File: config.mk
export PLATFORM = sky130hd
export DESIGN_NAME = ofa_top
export DESIGN_NICKNAME = d
export VERILOG_FILES = /design/src/rtl/ofa_pkg.sv /design/src/rtl/ofa_seq.sv /design/src/rtl/ofa_agen.sv /design/src/rtl/ofa_top.sv
export SDC_FILE = /design/constraint.sdc
export NUM_CORES = 1
export LEC_CHECK = 0
export CAP_MARGIN = 20
export CELL_PAD_IN_SITES_DETAIL_PLACEMENT = 2
export CELL_PAD_IN_SITES_GLOBAL_PLACEMENT = 2
export CORE_AREA = 2 2 148 150
export CTS_BUF_LIST = sky130_fd_sc_hd__clkbuf_8
export CTS_CLUSTER_DIAMETER = 100
export DETAILED_ROUTE_END_ITERATION = 16
export DIE_AREA = 0 0 150 152
export PLACE_DENSITY_LB_ADDON = 0.2
export REMOVE_ABC_BUFFERS = 1
export SYNTH_ARGS = -nofsm -noshare
export SYNTH_HDL_FRONTEND = slang
export SYNTH_SLANG_ARGS = --single-unit
File: constraint.sdc
create_clock -name clk -period 4 [get_ports clk]
set_clock_uncertainty 0.2 [all_clocks]
set_input_delay 0.8 -clock clk [delete_from_list [all_inputs] [get_ports clk]]
set_output_delay 0.8 -clock clk [all_outputs]
set_load 0.02 [all_outputs]
File: src/rtl/ofa_pkg.sv
package ofa_pkg;

  typedef enum logic [2:0] {
    AM_INH  = 3'd0,
    AM_IMM  = 3'd1,
    AM_DIR  = 3'd2,
    AM_EXT  = 3'd3,
    AM_IDX  = 3'd4,
    AM_IDY  = 3'd5,
    AM_RSV6 = 3'd6,
    AM_RSV7 = 3'd7
  } amode_e;

  typedef enum logic [2:0] {
    S_IDLE,
    S_FIRST,
    S_SECOND,
    S_DEC,
    S_OPR1,
    S_OPR2
  } fstate_e;

endpackage

File: src/rtl/ofa_seq.sv
module ofa_seq
  import ofa_pkg::*;
#(
  parameter int DATA_W = 8,
  parameter int LEN_W  = 3,
  parameter logic [DATA_W-1:0] PRE_P1 = 8'h18,
  parameter logic [DATA_W-1:0] PRE_P2 = 8'h1A,
  parameter logic [DATA_W-1:0] PRE_P3 = 8'hCD
) (
  input  logic                  clk,
  input  logic                  rst,
  input  logic                  start,
  input  logic [2*DATA_W-1:0]   pc,
  output logic                  fetch_req,
  output logic [2*DATA_W-1:0]   fetch_addr,
  input  logic                  fetch_valid,
  input  logic [DATA_W-1:0]     fetch_data,
  input  logic [2:0]            tbl_mode,
  input  logic                  tbl_wide,
  output logic                  busy,
  output logic                  fin,
  output logic                  ill,
  output amode_e                mode,
  output logic                  wide,
  output logic [1:0]            page,
  output logic [DATA_W-1:0]     opc,
  output logic [2*DATA_W-1:0]   opc_addr,
  output logic [DATA_W-1:0]     b1,
  output logic [DATA_W-1:0]     b2,
  output logic [LEN_W-1:0]      cnt
);

  localparam int ADDR_W = 2 * DATA_W;

  fstate_e             state;
  logic [ADDR_W-1:0]   addr_q;
  logic                two_q;
  logic                accept;
  logic [1:0]          pg_in;

  function automatic logic [1:0] page_of(input logic [DATA_W-1:0] b);
    if (b == PRE_P1)      return 2'd1;
    else if (b == PRE_P2) return 2'd2;
    else if (b == PRE_P3) return 2'd3;
    else                  return 2'd0;
  endfunction

  assign fetch_req  = (state == S_FIRST) || (state == S_SECOND) ||
                      (state == S_OPR1)  || (state == S_OPR2);
  assign accept     = fetch_req && fetch_valid;
  assign fetch_addr = addr_q;
  assign pg_in      = page_of(fetch_data);
  assign busy       = (state != S_IDLE) || fin;

  always_ff @(posedge clk) begin
    if (rst) begin
      state    <= S_IDLE;
      addr_q   <= '0;
      cnt      <= '0;
      page     <= '0;
      opc      <= '0;
      opc_addr <= '0;
      b1       <= '0;
      b2       <= '0;
      mode     <= AM_INH;
      wide     <= 1'b0;
      two_q    <= 1'b0;
      fin      <= 1'b0;
      ill      <= 1'b0;
    end else begin
      fin <= 1'b0;
      if (accept) begin
        addr_q <= addr_q + ADDR_W'(1);
        cnt    <= cnt + LEN_W'(1);
      end
      unique case (state)
        S_IDLE: begin
          if (start && !fin) begin
            addr_q <= pc;
            cnt    <= '0;
            page   <= '0;
            b1     <= '0;
            b2     <= '0;
            ill    <= 1'b0;
            mode   <= AM_INH;
            wide   <= 1'b0;
            state  <= S_FIRST;
          end
        end
        S_FIRST: begin
          if (accept) begin
            if (pg_in != 2'd0) begin
              page  <= pg_in;
              state <= S_SECOND;
            end else begin
              opc      <= fetch_data;
              opc_addr <= addr_q;
              state    <= S_DEC;
            end
          end
        end
        S_SECOND: begin
          if (accept) begin
            opc <= fetch_data;
            if (pg_in != 2'd0) begin
              ill   <= 1'b1;
              fin   <= 1'b1;
              state <= S_IDLE;
            end else begin
              opc_addr <= addr_q;
              state    <= S_DEC;
            end
          end
        end
        S_DEC: begin
          mode <= amode_e'(tbl_mode);
          wide <= tbl_wide;
          unique case (amode_e'(tbl_mode))
            AM_INH: begin
              fin   <= 1'b1;
              state <= S_IDLE;
            end
            AM_IMM: begin
              two_q <= tbl_wide;
              state <= S_OPR1;
            end
            AM_EXT: begin
              two_q <= 1'b1;
              state <= S_OPR1;
            end
            AM_DIR, AM_IDX, AM_IDY: begin
              two_q <= 1'b0;
              state <= S_OPR1;
            end
            default: begin
              ill   <= 1'b1;
              fin   <= 1'b1;
              state <= S_IDLE;
            end
          endcase
        end
        S_OPR1: begin
          if (accept) begin
            b1 <= fetch_data;
            if (two_q) begin
              state <= S_OPR2;
            end else begin
              fin   <= 1'b1;
              state <= S_IDLE;
            end
          end
        end
        S_OPR2: begin
          if (accept) begin
            b2    <= fetch_data;
            fin   <= 1'b1;
            state <= S_IDLE;
          end
        end
        default: state <= S_IDLE;
      endcase
    end
  end

  // every accepted byte moves the fetch pointer forward by exactly one
  a_r2_addr_step: assert property (@(posedge clk) disable iff (rst)
    accept |=> (fetch_addr == $past(fetch_addr) + ADDR_W'(1)));

  // a page code is only ever recorded from the byte before the opcode
  a_r3_page_once: assert property (@(posedge clk) disable iff (rst)
    (state == S_OPR1 || state == S_OPR2) |=> $stable(page));

endmodule

File: src/rtl/ofa_agen.sv
module ofa_agen
  import ofa_pkg::*;
#(
  parameter int DATA_W = 8
) (
  input  amode_e                mode,
  input  logic                  wide,
  input  logic [DATA_W-1:0]     b1,
  input  logic [DATA_W-1:0]     b2,
  input  logic [2*DATA_W-1:0]   opc_addr,
  input  logic [2*DATA_W-1:0]   idx_x,
  input  logic [2*DATA_W-1:0]   idx_y,
  output logic [2*DATA_W-1:0]   ea,
  output logic [2*DATA_W-1:0]   operand
);

  localparam int ADDR_W = 2 * DATA_W;

  logic [ADDR_W-1:0] off_ext;
  assign off_ext = {{(ADDR_W-DATA_W){1'b0}}, b1};

  always_comb begin
    ea      = '0;
    operand = '0;
    unique case (mode)
      AM_IMM: begin
        ea      = opc_addr + ADDR_W'(1);
        operand = wide ? {b1, b2} : off_ext;
      end
      AM_DIR:  ea = off_ext;
      AM_EXT:  ea = {b1, b2};
      AM_IDX:  ea = idx_x + off_ext;
      AM_IDY:  ea = idx_y + off_ext;
      default: ea = '0;
    endcase
  end

endmodule

File: src/rtl/ofa_top.sv
module ofa_top
  import ofa_pkg::*;
#(
  parameter int DATA_W = 8,
  parameter logic [DATA_W-1:0] PRE_P1 = 8'h18,
  parameter logic [DATA_W-1:0] PRE_P2 = 8'h1A,
  parameter logic [DATA_W-1:0] PRE_P3 = 8'hCD
) (
  input  logic                 clk,
  input  logic                 rst,
  input  logic                 start,
  input  logic [2*DATA_W-1:0]  pc_i,
  input  logic [2*DATA_W-1:0]  idx_x_i,
  input  logic [2*DATA_W-1:0]  idx_y_i,
  output logic                 fetch_req_o,
  output logic [2*DATA_W-1:0]  fetch_addr_o,
  input  logic                 fetch_valid_i,
  input  logic [DATA_W-1:0]    fetch_data_i,
  output logic [1:0]           dec_page_o,
  output logic [DATA_W-1:0]    dec_opcode_o,
  input  logic [2:0]           tbl_mode_i,
  input  logic                 tbl_wide_i,
  output logic                 done_o,
  output logic                 busy_o,
  output logic                 illegal_o,
  output logic [2:0]           mode_o,
  output logic [1:0]           page_o,
  output logic [DATA_W-1:0]    opcode_o,
  output logic [2*DATA_W-1:0]  ea_o,
  output logic [2*DATA_W-1:0]  operand_o,
  output logic [2:0]           len_o
);

  localparam int ADDR_W = 2 * DATA_W;
  localparam int LEN_W  = 3;

  logic               fin, ill, wide;
  amode_e             mode;
  logic [1:0]         page;
  logic [DATA_W-1:0]  opc, b1, b2;
  logic [ADDR_W-1:0]  opc_addr, ea_c, opnd_c;
  logic [LEN_W-1:0]   cnt;

  ofa_seq #(
    .DATA_W(DATA_W), .LEN_W(LEN_W),
    .PRE_P1(PRE_P1), .PRE_P2(PRE_P2), .PRE_P3(PRE_P3)
  ) u_seq (
    .clk(clk), .rst(rst), .start(start), .pc(pc_i),
    .fetch_req(fetch_req_o), .fetch_addr(fetch_addr_o),
    .fetch_valid(fetch_valid_i), .fetch_data(fetch_data_i),
    .tbl_mode(tbl_mode_i), .tbl_wide(tbl_wide_i),
    .busy(busy_o), .fin(fin), .ill(ill), .mode(mode), .wide(wide),
    .page(page), .opc(opc), .opc_addr(opc_addr),
    .b1(b1), .b2(b2), .cnt(cnt)
  );

  ofa_agen #(.DATA_W(DATA_W)) u_agen (
    .mode(mode), .wide(wide), .b1(b1), .b2(b2), .opc_addr(opc_addr),
    .idx_x(idx_x_i), .idx_y(idx_y_i), .ea(ea_c), .operand(opnd_c)
  );

  assign dec_page_o   = page;
  assign dec_opcode_o = opc;

  always_ff @(posedge clk) begin
    if (rst) begin
      done_o    <= 1'b0;
      illegal_o <= 1'b0;
      mode_o    <= '0;
      page_o    <= '0;
      opcode_o  <= '0;
      ea_o      <= '0;
      operand_o <= '0;
      len_o     <= '0;
    end else begin
      done_o <= fin;
      if (fin) begin
        illegal_o <= ill;
        mode_o    <= mode;
        page_o    <= page;
        opcode_o  <= opc;
        ea_o      <= ea_c;
        operand_o <= opnd_c;
        len_o     <= cnt;
      end
    end
  end

  // the result strobe never lasts two cycles
  a_r9_done_pulse: assert property (@(posedge clk) disable iff (rst)
    done_o |=> !done_o);

  // results hold while idle and not restarted
  a_r9_hold: assert property (@(posedge clk) disable iff (rst)
    (!busy_o && !start) |=> ($stable(ea_o) && $stable(len_o) && $stable(operand_o)));

  // direct results stay in the first 256 bytes
  a_r4_direct_page: assert property (@(posedge clk) disable iff (rst)
    (done_o && !illegal_o && mode_o == AM_DIR) |-> (ea_o[ADDR_W-1:DATA_W] == '0));

  // extended length is three, or four after a page byte
  a_r5_ext_len: assert property (@(posedge clk) disable iff (rst)
    (done_o && !illegal_o && mode_o == AM_EXT) |-> (len_o == ((page_o != 2'd0) ? 3'd4 : 3'd3)));

  // inherent length is one, or two after a page byte
  a_r8_inh_len: assert property (@(posedge clk) disable iff (rst)
    (done_o && !illegal_o && mode_o == AM_INH) |-> (len_o == ((page_o != 2'd0) ? 3'd2 : 3'd1)));

  // an illegal result leaves no fetch outstanding
  a_r10_no_req: assert property (@(posedge clk) disable iff (rst)
    (done_o && illegal_o) |-> !fetch_req_o);

endmodule

Yosys cells after proc, flatten, opt, wreduce, memory -nomap -nowiden:

Index checks and enable logic that the tools add are counted.

* bits in registers: 121
* bits of input ports: 64
* output and inout port bits: 78
* word-level logic and storage cells: 134

* add/sub/neg operators: 5
* eq/ne operators: 27
* mux-type cells: 49
* bitwise gates (word level): 1
* reductions and logical operators: 31

Operators by type and width (number)
* 16-bit two-way mux: 5
* 16-bit one-hot mux with 5 select lines: 1
* 8-bit one-hot mux with 2 select lines: 3
* 3-bit two-way mux: 11
* 16-bit by 1-bit adder with 16-bit output (second input constant): 2
* 16-bit by 8-bit adder with 16-bit output: 2
* 8-bit two-way mux: 4
* 3-bit by 2-bit equality test with 1-bit output (second input constant): 6
* 3-bit equality test (second input constant): 6
* 3-bit one-hot mux with 6 select lines: 1
* 8-bit by 5-bit equality test with 1-bit output (second input constant): 2
* 2-bit two-way mux: 7
* 2-bit nonzero test: 6
* 1-bit two-way mux: 11
* 2-bit by 1-bit != test with 1-bit output (second input constant): 5
* 5-bit AND reduction: 2
* 3-bit by 1-bit equality test with 1-bit output (second input constant): 3
* 3-bit AND reduction: 3
* 3-bit nonzero test: 3
* 8-bit equality test (second input constant): 1
* 2-bit != test (second input constant): 4
* 4-bit AND reduction: 2
* 3-bit logical NOT: 2
* 1-bit one-hot mux with 3 select lines: 2
* other kinds (14): 19

Logic depth before layout (Yosys ltp):

Gate-level depths: netlist (run 1).

* depth in word-level cells: 8
* mapped depth: 14
* depth with buffers taken out: 12

Cells and area by module:

Synthesis (run 1) repeated with hierarchy kept, for this count alone.

* cells, all modules: 759
* area total of the unflattened synthesis: 6692.7 um^2

Modules (own cells, without submodules)
* ofa_seq: instances 1, cells an instance 377, area an instance 3301.9 um^2, sequential area each 1421.4 um^2
* ofa_top: instances 1, cells an instance 161, area an instance 1796.7 um^2, sequential area each 1001.0 um^2
* ofa_agen: instances 1, cells an instance 221, area an instance 1594.0 um^2, sequential area each 0.0 um^2

Least setup slack after synthesis (run 1):

OpenSTA, ideal clock, no wires.

* path type: flip-flop to flip-flop
* from: reg u_seq.mode[2]
* to: reg ea_o[14]
* library setup time: 0.137 ns
* arrival time: 2.688 ns
* data required time: 3.663 ns
* slack: 0.975 ns
* cell stages (with the launch flop): 15
* buffers on the path: 2
* period minus slack after synthesis: 3.025 ns
* cell sequence: dfxtp_1 buf_2 nand2b_1 nor2_1 buf_2 nand2_1 nand2_1 ha_1 inv_1 fa_1 o2111ai_1 nand2_1 nor3b_2 mux2i_1 a221oi_2

* word-level cells in the longest chain between the ends: 2
* elaborated cells on any way between the ends: 6
* those cells by class: 5 x eq/ne; 1 x mux

Ends and longest elaborated chain
* from (decl): RTL line ofa_seq.sv:23 `output amode_e mode,`
* from (signal assigned): RTL line ofa_seq.sv:116 `mode <= amode_e'(tbl_mode);`
* 3-bit equality test, or another cell as far along: RTL line ofa_agen.sv:25 `unique case (mode)`
* 16-bit one-hot mux with 5 select lines *: RTL line ofa_agen.sv:25
* to (signal assigned): RTL line ofa_top.sv:72 `ea_o <= '0;`
* to (signal assigned): RTL line ofa_top.sv:82 `ea_o <= ea_c;`
* to (decl): RTL line ofa_top.sv:29 `output logic [2*DATA_W-1:0] ea_o,`

Mark *: on every way between the ends. The rest lies on a longest branch, timed or not.
A chain may end at the register's enable or synchronous reset.

Worst setup path in the final report (run 1):

* from: reg u_seq.mode[0]
* to: reg ea_o[8]

Same word-level chain as after synthesis.

==> results.sh, run 1 <==
export IMPL_status="complete, no violations"
export IMPL_syn_area_um2=6509
export IMPL_grt_pass1_vias=6906
export IMPL_first_pass_iters=5
export IMPL_ant_nets=0
export IMPL_synthTopCellsByCount="dfxtp_1 (121), nand2_1 (102), nor2_1 (81), mux2i_1 (54), a21oi_1 (52)"
export IMPL_ys_warn_count=0
export IMPL_intPower_w=0.002078
export IMPL_regToRegSetupSlack_ns=0.61
export IMPL_synthDistinctLibCells=74
export IMPL_period_needed_ns=3.391
export IMPL_ys_seq_area_frac=0.3722
export IMPL_port_buffers=141
export IMPL_hold_viol=0
export IMPL_critPathTopFamily="simple AND/OR/NAND/NOR gates"
export IMPL_yosys_top_cells_area="dfxtp_1 (37%), mux2i_1 (8.3%), nand2_1 (5.9%), nor2_1 (4.7%), a21oi_1 (4.0%)"
export IMPL_die_area_um2=22800
export IMPL_initial_utilization=0.3049
export IMPL_setup_viol=0
export IMPL_cp_max_fo=11
export IMPL_numCtsBuffers=17
export IMPL_drive_gt1_frac=0.08874
export IMPL_grt_usage=0.2140
export IMPL_finalPower_w=0.003046
export IMPL_regArea_um2=2424
export IMPL_nets=989
export IMPL_grt_pass1_wl_um=38810
export IMPL_peakVddDrop_mv=0.1961
export IMPL_post_dp_hpwl_um=17540
export IMPL_fin_ws_ns=0.6090
export IMPL_synth_simple_gate_area_frac=0.2336
export IMPL_power_density_nw_per_um2=354.2
export IMPL_path_cells="inv_1 > nor2_1 > buf_4 > nand2_1 > nand2_1 > ha_1 > nor2_1 > a32oi_1 > nand2_1 > xor2_1 > a222oi_1 > o31ai_1"
export IMPL_cts_tree="done"
export IMPL_synthArstFlopShare=0
export IMPL_die_w_um=150
export IMPL_synth_flop_cell="dfxtp_1"
export IMPL_ctsResizeCount=0
export IMPL_n_fill_cell=2416
export IMPL_synth_area_per_cell_um2=8.334
export IMPL_stdcell_area_um2=8601
export IMPL_power_leakage_nw=3.064
export IMPL_start_kind="flip-flop"
export IMPL_numClockSinks=121
export IMPL_synth_top_area_frac=0.3722
export IMPL_dr_first_iter_drc_count=278
export IMPL_end_kind="flip-flop"
export IMPL_drv_slew=0
export IMPL_crit_slowest_cell="nor2_1"
export IMPL_clockBufferDepth=2
export IMPL_seqPwrFrac=0.439
export IMPL_root_buffer="clkbuf_8"
export IMPL_rows=54
export IMPL_cpMostUsedCell="nand2_1"
export IMPL_slowest_delay_ns=0.42
export IMPL_p_sw_w=0.0009682
export IMPL_vias=6392
export IMPL_synth_edf_count=0
export IMPL_postSynthCellCount=781
export IMPL_crit_required_ns=4.11
export IMPL_synth_top_family_by_area="simple AND/OR/NAND/NOR gates"
export IMPL_clk_pin_slew_ns=0.09
export IMPL_synth_xor_area_frac=0.05363
export IMPL_crit_arrival_ns=3.50
export IMPL_combPwrFrac=0.176
export IMPL_swShare=0.3178
export IMPL_finalSetupTns_ns=0
export IMPL_drc=0
export IMPL_die_h_um=152
export IMPL_cap_viol_max_count=0
export IMPL_post_dp_cell_area_um2=8173
export IMPL_via_per_inst=5.309
export IMPL_routabilityCongestion=0.8842
export IMPL_place_ws_ns=0.3567
export IMPL_worst_slew_pin_slew_ns=1.089
export IMPL_fin_crit_sh=0.8478
export IMPL_grt_overflow_total=0
export IMPL_synth_compound_area_frac=0.1732
export IMPL_htreeDepth=4
export IMPL_antenna_found_initial=0
export IMPL_cts_hold_buf=0
export IMPL_rsz0062_at_grt="false"
export IMPL_path_buf_inv=2
export IMPL_grt_max_degree=58
export IMPL_core_um2=21350
export IMPL_p_clk_frac=0.385
export IMPL_holdCritPathClass="flip-flop to flip-flop"
export IMPL_synth_top_cell_by_area="dfxtp_1"
export IMPL_muxShareOfSynthArea=0.09689
export IMPL_drt_total_wl_um=23830
export IMPL_synthAdderAreaFrac=0.02807
export IMPL_criticalPathCategory="flip-flop to flip-flop"
export IMPL_num_antenna_cells=0
export IMPL_boundaryPins=142
export IMPL_clock_latency_ns=0.45
export IMPL_yosysMostFrequentCell="dfxtp_1"
export IMPL_multi_input_area_um2=3810
export IMPL_syn_to_final_growth_pct=32.14
export IMPL_ys_ff_latch=121
export IMPL_clock_fmax_ghz=0.2949
export IMPL_routedWlPerCell_um=19.79
export IMPL_slew_headroom=0.2682
export IMPL_cts_setup_buffers=0
worst min-delay path, cell delays in order, from the launching register on:
cell and delay [ns]:
dfxtp_1 0.32, nand2_1 0.06, a21oi_1 0.05
path summary, 6_finish.rpt:
path                  from           end  depth (start not counted)
max          u_seq.mode[0]       ea_o[8]                         12
min reg2reg   operand_o[2]  operand_o[2]                          2
min           operand_o[2]  operand_o[2]                          2
max reg2reg  u_seq.mode[0]       ea_o[8]                         12
per-layer routing:
| layer | track usage | wire [µm] |
|---|---|---|
| met1 | 0.2837 | 11030 |
| met2 | 0.3616 | 11650 |
| met3 | 0.03333 | 842 |
| met4 | 0.05481 | 308 |
| met5 | 0 | 0 |
logic make-up after synthesis:
logic type,Yosys count
AND/OR/NAND/NOR,316
adder cells (fa/ha/maj),14
AO/OA/AOI/OAI,166
XOR/XNOR,39
multiplexers,62
flip-flops,121
buffers and inverters,63
flip-flops by register name, summed over array words and instances, names as in the netlist, 8 cells and up:
name	cells
u_seq.b1	8
u_seq.opc	8
operand_o	16
opcode_o	8
u_seq.fetch_addr	16
ea_o	16
u_seq.b2	8
u_seq.opc_addr	16
cell type report:
class                      count  share of cell area
sequential                   121              0.2818
timing repair buffer         158              0.1795
clock inverter                15             0.02080
tap                          280             0.04073
multi-input combinational    597              0.4430
clock buffer                  17             0.02720
inverter                      16            0.006983
power groups by stage:
stage               clock (W)  combinational (W)  sequential, W
CTS                   0.00121           0.000536        0.00134
global route          0.00125           0.000583        0.00135
finish                0.00117           0.000535        0.00134
global placement            0           0.000513        0.00136
floorplan                   0           0.000234        0.00138
detailed placement          0           0.000530        0.00137
cell usage in the layout (no fill, tap or decap), drive strengths merged, types with 13 or more instances in the layout:
master / count
clkdlybuf4s50: 140
dfxtp: 121
nand2: 102
nor2: 84
mux2i: 54
a21oi: 52
nand3: 48
o21ai: 25
inv: 23
xor2: 22
a211oi: 21
nor3: 21
buf: 18
clkbuf: 17
xnor2: 17
ha: 13
metrics by stage:
stage,hold slack (ns),utilization,cells
after floorplan,0.2462,-,734
after global placement,0.2530,0.3828,1171
after detailed placement,0.2554,0.3828,1171
after CTS,0.2691,0.4021,1203
after global routing,0.2957,0.4028,1204
final,0.2704,0.4028,1204
No activity file was read; power rests on OpenSTA's default activity.
==> run 2, diff against run 1 <==
--- a/config.mk
+++ b/config.mk
@@ -8,11 +8,11 @@
 export CAP_MARGIN = 20
 export CELL_PAD_IN_SITES_DETAIL_PLACEMENT = 2
 export CELL_PAD_IN_SITES_GLOBAL_PLACEMENT = 2
-export CORE_AREA = 2 2 148 150
+export CORE_AREA = 2 2 156 158
 export CTS_BUF_LIST = sky130_fd_sc_hd__clkbuf_8
 export CTS_CLUSTER_DIAMETER = 100
 export DETAILED_ROUTE_END_ITERATION = 16
-export DIE_AREA = 0 0 150 152
+export DIE_AREA = 0 0 158 160
 export PLACE_DENSITY_LB_ADDON = 0.2
 export REMOVE_ABC_BUFFERS = 1
 export SYNTH_ARGS = -nofsm -noshare
==> constraint.sdc (replaced) <==
create_clock -name clk -period 3.11 [get_ports clk]
set_clock_uncertainty 0.2 [all_clocks]
set_input_delay 0.622 -clock clk [delete_from_list [all_inputs] [get_ports clk]]
set_output_delay 0.622 -clock clk [all_outputs]
set_load 0.02 [all_outputs]
==> run 2 against run 1 <==
Against the previous run: core utilization fell by 2.7 points; power increased by 31%; non-clock buffer count rose by 30; combinational power up 33%; cell count grew 6.1%; global-route usage shrank 1.7 points; via count grew 0.56%; critical path depth shrank 9; critical path type is now flip-flop to output port; highest routed layer unchanged.
==> results.sh, run 2 (same netlist as run 1, synthesis figures left out) <==
export IMPL_intPower_w=0.002771
export IMPL_routedWlPerCell_um=18.96
export IMPL_numClockSinks=121
export IMPL_cts_tree="done"
export IMPL_via_per_inst=5.030
export IMPL_clock_fmax_ghz=0.3422
export IMPL_crit_required_ns=2.29
export IMPL_hold_viol=0
export IMPL_ff2ff_path_depth=11
export IMPL_post_dp_hpwl_um=17970
export IMPL_period_needed_ns=2.922
export IMPL_reg2reg_to="ea_o[11]"
export IMPL_numCtsBuffers=17
export IMPL_start_kind="flip-flop"
export IMPL_power_density_nw_per_um2=445.1
export IMPL_syn_to_final_growth_pct=37.50
export IMPL_status="complete, no violations"
export IMPL_clock_latency_ns=0.45
export IMPL_cts_hold_buf=0
export IMPL_clockBufferDepth=2
export IMPL_drc=0
export IMPL_rsz0062_at_grt="false"
export IMPL_criticalPathCategory="flip-flop to output port"
export IMPL_finalPower_w=0.003984
export IMPL_final_cell_mix="clkdlybuf4s50_1 (140), dfxtp_1 (117), nand2_1 (101)"
export IMPL_drive_gt1_frac=0.1268
export IMPL_port_buffers=141
export IMPL_die_area_um2=25280
export IMPL_routabilityCongestion=0.8090
export IMPL_p_clk_frac=0.390
export IMPL_root_buffer="clkbuf_8"
export IMPL_first_pass_iters=5
export IMPL_vias=6428
export IMPL_setup_viol=0
export IMPL_cp_max_fo=14
export IMPL_holdCritPathClass="input port to flip-flop"
export IMPL_peakVddDrop_mv=0.2143
export IMPL_seqPwrFrac=0.431
export IMPL_worstHoldStart="rst"
export IMPL_grt_max_degree=62
export IMPL_ctsResizeCount=0
export IMPL_antenna_found_initial=0
export IMPL_nets=1019
export IMPL_fin_crit_sh=0.9397
export IMPL_die_h_um=160
export IMPL_final_common_cell="clkdlybuf4s50_1"
export IMPL_grt_usage=0.1965
export IMPL_regToRegSetupSlack_ns=0.28
export IMPL_worst_hold_path_num_cells=2
export IMPL_drv_slew=0
export IMPL_boundaryPins=142
export IMPL_combPwrFrac=0.179
export IMPL_htreeDepth=4
export IMPL_end_kind="output port"
export IMPL_swShare=0.3045
export IMPL_ant_nets=0
export IMPL_initial_utilization=0.2732
export IMPL_num_antenna_cells=0
export IMPL_grt_pass1_wl_um=38820
export IMPL_grt_pass1_vias=6853
export IMPL_die_w_um=158
export IMPL_timing_rr_start="u_seq.mode[1]"
export IMPL_worst_slew_pin_slew_ns=0.7196
export IMPL_grt_overflow_total=0
export IMPL_core_um2=23820
export IMPL_power_leakage_nw=3.245
export IMPL_dr_first_iter_drc_count=291
export IMPL_cap_viol_max_count=0
export IMPL_clk_pin_slew_ns=0.08
export IMPL_post_route_util=0.3757
export IMPL_rows=57
export IMPL_slew_headroom=0.5203
export IMPL_p_sw_w=0.001213
export IMPL_drt_total_wl_um=24230
export IMPL_crit_arrival_ns=2.10
export IMPL_cts_setup_buffers=0
export IMPL_hold_end="illegal_o"
run 2: per-layer routing:
metal / up-vias / GRT usage / routed length (µm)
li1: 3124 / - / -
met1: 3174 / 0.2716 / 11830
met2: 117 / 0.3215 / 11360
met3: 13 / 0.03175 / 807
met4: 0 / 0.04382 / 224
met5: - / 0 / 0
run 2: through the flow:
stage | instances | instance area, µm² | worst slack (ns) | hold WS, ns | TNS [ns]
2_1_floorplan | 734 | 6292 | -0.3313 | 0.2462 | -1.960
3_3_place_gp | 1246 | 8488 | -0.09569 | 0.2520 | -0.3454
3_5_place_dp | 1246 | 8488 | -0.1877 | 0.2590 | -0.7828
4_1_cts | 1278 | 8907 | 0.08716 | 0.2482 | 0
5_1_grt | 1278 | 8950 | 0.005039 | 0.2728 | 0
6_report | 1278 | 8950 | 0.1875 | 0.2616 | 0
run 2: worst max path at each step:
stage	startpoint	endpoint	slack [ns]	depth (start not counted)
floorplan	u_seq.fin	ea_o[12]	-0.33	6
global placement	idx_x_i[0]	ea_o[10]	-0.1	12
detailed placement	idx_x_i[0]	ea_o[12]	-0.19	13
CTS	u_seq.mode[2]	ea_o[10]	0.09	14
global route	u_seq.mode[1]	ea_o[9]	0.005	14
finish	u_seq.state[1]	fetch_req_o	0.19	3
run 2: power by group through the flow:
stage,logic (W),registers [W],clock network [W]
CTS,0.000720,0.00172,0.00160
finish,0.000713,0.00172,0.00155
global placement,0.000707,0.00175,0
floorplan,0.000300,0.00178,0
global route,0.000776,0.00173,0.00168
detailed placement,0.000712,0.00175,0
run 2: area by class of cell:
cell class,instances,area (µm²)
fillers,2753,14870
multi-input cells,597,3847
flip-flops and latches,121,2427
repair buffers,188,1790
well taps,324,405.4
clock buffers,18,247.7
clock inverters,14,171.4
inverters,16,60.06
run 2: critical path: stages, from the launching register on:
cell and delay, ns:
dfxtp_1 0.46, or3_1 0.46, and2_1 0.20, clkdlybuf4s50_1 0.54
